<file path="src/rtl/lag_delay_line.sv">
module lag_delay_line #(
  parameter int STAGES = 8,
  parameter int SW     = 2,
  parameter int NSRC   = 4
) (
  input  logic                 clk,
  input  logic                 rst_n,
  input  logic [NSRC*SW-1:0]   x_cand,
  input  logic [$clog2(NSRC)-1:0] x_sel,
  input  logic                 x_xdly,
  input  logic                 x_early,
  input  logic [NSRC*SW-1:0]   y_cand,
  input  logic [$clog2(NSRC)-1:0] y_sel,
  input  logic                 y_xdly,
  input  logic                 y_early,
  output logic [2*STAGES*SW-1:0] lag_x,
  output logic [2*STAGES*SW-1:0] lag_y,
  output logic [SW-1:0]        x_cas,
  output logic [SW-1:0]        y_cas
);
  localparam int LAGS = 2 * STAGES;

  logic [SW-1:0] xs [STAGES];
  logic [SW-1:0] ys [STAGES];
  logic [SW-1:0] xd, yd, xm, ym, ex, ey;
  logic          live;

  assign xm = x_cand[x_sel*SW +: SW];
  assign ym = y_cand[y_sel*SW +: SW];
  assign ex = x_xdly ? xd : xm;
  assign ey = y_xdly ? yd : ym;

  always_ff @(posedge clk or negedge rst_n) begin
    if (!rst_n) begin
      for (int i = 0; i < STAGES; i++) begin
        xs[i] <= '0;
        ys[i] <= '0;
      end
      xd   <= '0;
      yd   <= '0;
      live <= 1'b0;
    end else begin
      xs[0]        <= ex;
      ys[STAGES-1] <= ey;
      for (int i = 1; i < STAGES; i++) xs[i] <= xs[i-1];
      for (int j = 0; j < STAGES-1; j++) ys[j] <= ys[j+1];
      xd   <= xm;
      yd   <= ym;
      live <= 1'b1;
    end
  end

  for (genvar k = 0; k < LAGS; k++) begin : g_lag
    assign lag_x[k*SW +: SW] = xs[k/2];
    if ((k+1)/2 == STAGES) begin : g_entry
      assign lag_y[k*SW +: SW] = ey;
    end else begin : g_stage
      assign lag_y[k*SW +: SW] = ys[(k+1)/2];
    end
  end

  assign x_cas = x_early ? xs[STAGES-2] : xs[STAGES-1];
  assign y_cas = y_early ? ys[1] : ys[0];

  AST_X_ADVANCE: assert property (@(posedge clk) disable iff (!rst_n)
    live |-> lag_x[LAGS*SW-1:2*SW] == $past(lag_x[(LAGS-2)*SW-1:0]));
  AST_Y_ADVANCE: assert property (@(posedge clk) disable iff (!rst_n)
    live |-> lag_y[(LAGS-2)*SW-1:0] == $past(lag_y[LAGS*SW-1:2*SW]));
  AST_X_SELECT: assert property (@(posedge clk) disable iff (!rst_n)
    (live && !$past(x_xdly)) |-> lag_x[SW-1:0] == $past(xm));
  AST_Y_EXTRA: assert property (@(posedge clk) disable iff (!rst_n)
    (live && y_xdly) |-> lag_y[(LAGS-1)*SW +: SW] == $past(ym));
  AST_XCAS_TAP: assert property (@(posedge clk) disable iff (!rst_n)
    live |-> x_cas == (x_early ? $past(lag_x[(LAGS-6)*SW +: SW])
                               : $past(lag_x[(LAGS-4)*SW +: SW])));
  AST_YCAS_TAP: assert property (@(posedge clk) disable iff (!rst_n)
    live |-> y_cas == (y_early ? $past(lag_y[4*SW +: SW])
                               : $past(lag_y[2*SW +: SW])));
endmodule

</file>
<file path="config.mk">
export PLATFORM = sky130hd
export DESIGN_NAME = lag_delay_line
export DESIGN_NICKNAME = d
export VERILOG_FILES = /design/src/rtl/lag_delay_line.sv
export SDC_FILE = /design/constraint.sdc
export NUM_CORES = 1
export LEC_CHECK = 0
export ABC_CLOCK_PERIOD_IN_PS = 1000
export BUFFER_PORTS_ARGS = -buffer_cell sky130_fd_sc_hd__buf_2
export CAP_MARGIN = 15
export CORE_UTILIZATION = 41
export CTS_CLUSTER_SIZE = 20
export DETAILED_ROUTE_END_ITERATION = 6
export PLACE_DENSITY = 0.78
export SYNTH_ARGS = -nofsm -noshare
export SYNTH_HDL_FRONTEND = slang
export SYNTH_SLANG_ARGS = --single-unit
</file>
<file path="constraint.sdc">
create_clock -name clk -period 1 [get_ports clk]
set_clock_uncertainty 0.2 [all_clocks]
set_input_delay 0.15 -clock clk [delete_from_list [all_inputs] [get_ports clk]]
set_output_delay 0.15 -clock clk [all_outputs]
set_load 0.01 [all_outputs]
</file>
# After elaboration in Yosys (flattened, before gate mapping)
# Index checks and enable logic that the tools add are counted.
totals:
  regBits: 36
  inputBits: 26
  output_inout_bits: 68
  elab_cells: 24
op_classes:
  shift: 2
  mux: 4
op_table:
  columns: ["operator", "n"]
  rows:
  - ["$shiftx A8 B4 Y2", 2]
  - ["$mux W2", 4]

# Depth between registers and ports, before layout
logic_depth:
  ltp_word: 2
  ltp_mapped: 4
  mapped_depth_nobuf: 3

# Least setup slack after synthesis
# Ideal clock, no wire load.
synth_timing:
  path_type: "input to output"
  from: "input port y_sel[1]"
  to: "output port lag_y[30]"
  t_arrival_ps: 730
  required_ps: 650
  path_slack_ps: -80
  cell_stages: 4
  cell_sequence: "buf_6 > nor2b_1 > a211oi_1 > a221oi_2"
synth_between:
  elab_chain_cells: 2
synth_rtl:
  columns: ["item", "line", "rtl"]
  rows:
  - ["start, declared", "13", "input logic [$clog2(NSRC)-1:0] y_sel,"]
  - ["$shiftx A8 B4 Y2", "29", "assign ym = y_cand[y_sel*SW +: SW];"]
  - ["$mux W2", "31", "assign ey = y_xdly ? yd : ym;"]
  - ["end, declared", "17", "output logic [2*STAGES*SW-1:0] lag_y,"]
# Every way passes these cells.

# Worst setup path in the final report
layout_timing:
  from: "register yd[0]"
  to: "output port lag_y[30]"
layout_between:
  elab_chain_cells: 1
layout_rtl:
  columns: ["item", "line", "rtl"]
  rows:
  - ["start, declared", "25", "logic [SW-1:0] xd, yd, xm, ym, ex, ey;"]
  - ["start signal, assigned", "48", "yd <= ym;"]
  - ["$mux W2", "31", null]
# Every way passes these cells.

==> run summary <==
layout cells sized above 1 = 69.0%
Fillers = 263
Storage cell area = 901 µm²
Max H-tree Level = 2
top sig layer = met4
Worst IR Drop VDD = 0.745 mV
PD cells = 1620 nW/µm²
gr usage total = 17.2%
initial antenna violation count = 0
min-delay src = x_xdly
Worst Path Required = 650 ps
CP max FO = 2
cts-stage hold buffer count = 1
design area = 2200 µm²
wl on met1 = 1.14 mm
Post-Syn Area = 1440 µm²
Pre-Repair DR Iteration Count = 4
highest clock rate = 644 MHz
switching part of the total = 29.0%
status = complete, but fails checks
R2R cell count = 3
routed wl met3 = 359 µm
reg2reg setup slack = -90 ps
hold path endpoint = lag_x[1]
row count = 21
reg2reg end = lag_y[26]
WL per Instance = 13.2 µm
Placed Instances = 223
sequential fraction of the synthesis area = 62.4%
setup_tns = -18090 ps
I/O pin cnt = 94
CP Class = register to output port
Flop pwr share = 49.4%
Seq cells post-synth = 36
syn avg cell area = 13.9 µm²
Starting Density = 42.9%
setup ws final = -552 ps
Detailed Route Iter0 Violations = 26
Post-DP HPWL = 2.03 mm
Area Overhead vs Synth = 52.1%
synth unique cells = 12
Tightest Pin Transition = 293 ps
Syn Inst Count = 104
min-delay worst type = primary input to register
Die W = 61.3 µm
Post-DP Area = 1840 µm²
Max Cap Viol = 0
clk slew on worst S/H paths = 100 ps
Core Util, Final = 65.3%
drt drc = 0
min Tclk post-route = 1550 ps
yosys synthesis warning count = 0
final hold viol count = 6
via/cell ratio = 4.47
Antenna Cells = 0
Clk pwr share = 19.2%
crit path DAT = 1200 ps
root buf cell = clkbuf_4
DIE AREA = 3760 µm²
Max Buffers Root-to-Sink = 2
slew margin rel. = 80.4%
RePlAce Congestion = 0.624
Slew Viols, Final = 0
Clock Latency Late Sink = 320 ps
detailed-route via count = 1100
Worst Setup End Kind = output port
area of the core = 3360 µm²
DIE HEIGHT = 61.3 µm
met2 wire length = 1.69 mm
leakage = 1.14 nW
NetSw = 1.03 mW
period utilization = 155%
vias in the first global route = 1050
clock sinks = 36
kind of start point of the critical path = register
internal power = 2.52 mW
Gate power share = 31.4%
DP Worst Slack = -263 ps
area taken by multi-input logic gates = 300 µm²
largest net degree at the start of global routing = 37
non-filler cells, final = 246
number of setup violations in the final report = 70
Detail Route Antenna Nets = 0
minimum hold slack = -86.2 ps
gr ovfl total = 0
WHS Path Cells = 3
CTS Buf Count = 5
I/O Buffers = 93
CTS tree = built
Final #Nets = 226
failing checks = negative hold slack, negative setup slack
worst r2r src = yd[0]
first-pass GRT wire length = 4.51 mm
final WL = 3.25 mm
RSZ-0062 raised after global routing = yes
syn_nets = 130
[worst max-delay path, cell delays in order, from the launching register on]
cell	delay (ps)
dfrtp_1	350
inv_2	40
a221oi_2	300
buf_2	190
[flip-flops by register name, summed over array words and instances, names as in the netlist]
register / count
lag_y: 16
xd: 2
yd: 2
lag_x: 16
[per-stage QoR]
step                total power [mW]  hold slack, ps
finish                          3.55           -86.2
global route                    3.80            -100
CTS                             3.47            -104
detailed placement              2.57           -77.0
global placement                2.55           -77.6
floorplan                       2.27            -346
[area by class of cell]
| class | instances | area share, % |
|---|---|---|
| Sequential cell | 36 | 41.0 |
| Timing Repair Buffer | 121 | 39.9 |
| Multi-Input combinational cell | 32 | 13.7 |
| Tap cell | 46 | 2.62 |
| Clock buffer | 6 | 1.88 |
| Inverter | 4 | 0.684 |
| Clock inverter | 1 | 0.228 |
[logic make-up (layout without fill, tap and decap cells)]
kind of cell / Yosys count / count (layout) / synth area share (%)
DFF: 36 / 36 / 62.4
buffers and inverters: 36 / 132 / 18.2
AOI/OAI and AO/OA: 12 / 12 / 7.63
muxes: 12 / 12 / 8.67
and+or+nand+nor: 8 / 8 / 3.12
[synthesized netlist by cell type (all sizes together)]
cell type	n	area, µm²
a211oi	4	30.0
a21oi	4	20.0
a221oi	4	60.1
buf	32	248
dfrtp	36	901
inv	4	15.0
mux2	4	45.0
mux2i	8	80.1
nand2b	2	12.5
nor2	2	7.51
nor2b	4	25.0
[repair_timing]
action | in CTS | in global routing
gates resized for setup | 23 | 13
pin swaps | 1 | 1
setup endpoints to repair | 69 | 69
buffers inserted | 12 | 6
hold endpoints to repair | 43 | 6
[how the worst max path moves through the flow]
stage | startpoint | end | slack, ps | cells after the start
after detailed placement | y_xdly | lag_y[31] | -260 | 5
after CTS | yd[0] | lag_y[30] | -530 | 3
after global routing | yd[0] | lag_y[30] | -610 | 3
after global placement | y_xdly | lag_y[31] | -230 | 5
final | yd[0] | lag_y[30] | -550 | 3
after floorplan | y_sel[1] | lag_y[30] | -70 | 3
[routing by layer]
metal	track usage [%]	up-vias
met1	15.7	513
met3	7.77	5
li1	-	507
met2	34.2	75
met5	0	-
met4	3.81	0
[power groups by stage]
stage	registers, mW	clock network [mW]	logic (mW)
finish	1.75	0.681	1.11
CTS	1.73	0.714	1.03
global placement	1.74	0	0.803
floorplan	1.83	0	0.440
detailed placement	1.76	0	0.810
global route	1.78	0.811	1.21
[layout by cell type (no fill, tap or decap), drive strengths merged]
cell,instances
a221oi,4
dfrtp,36
buf,120
inv,4
mux2,4
mux2i,8
a21oi,4
clkinv,1
a211oi,4
dlygate4sd3,1
clkbuf,6
nand2b,2
nor2b,4
nor2,2
Power figures use the tool's default switching activity.
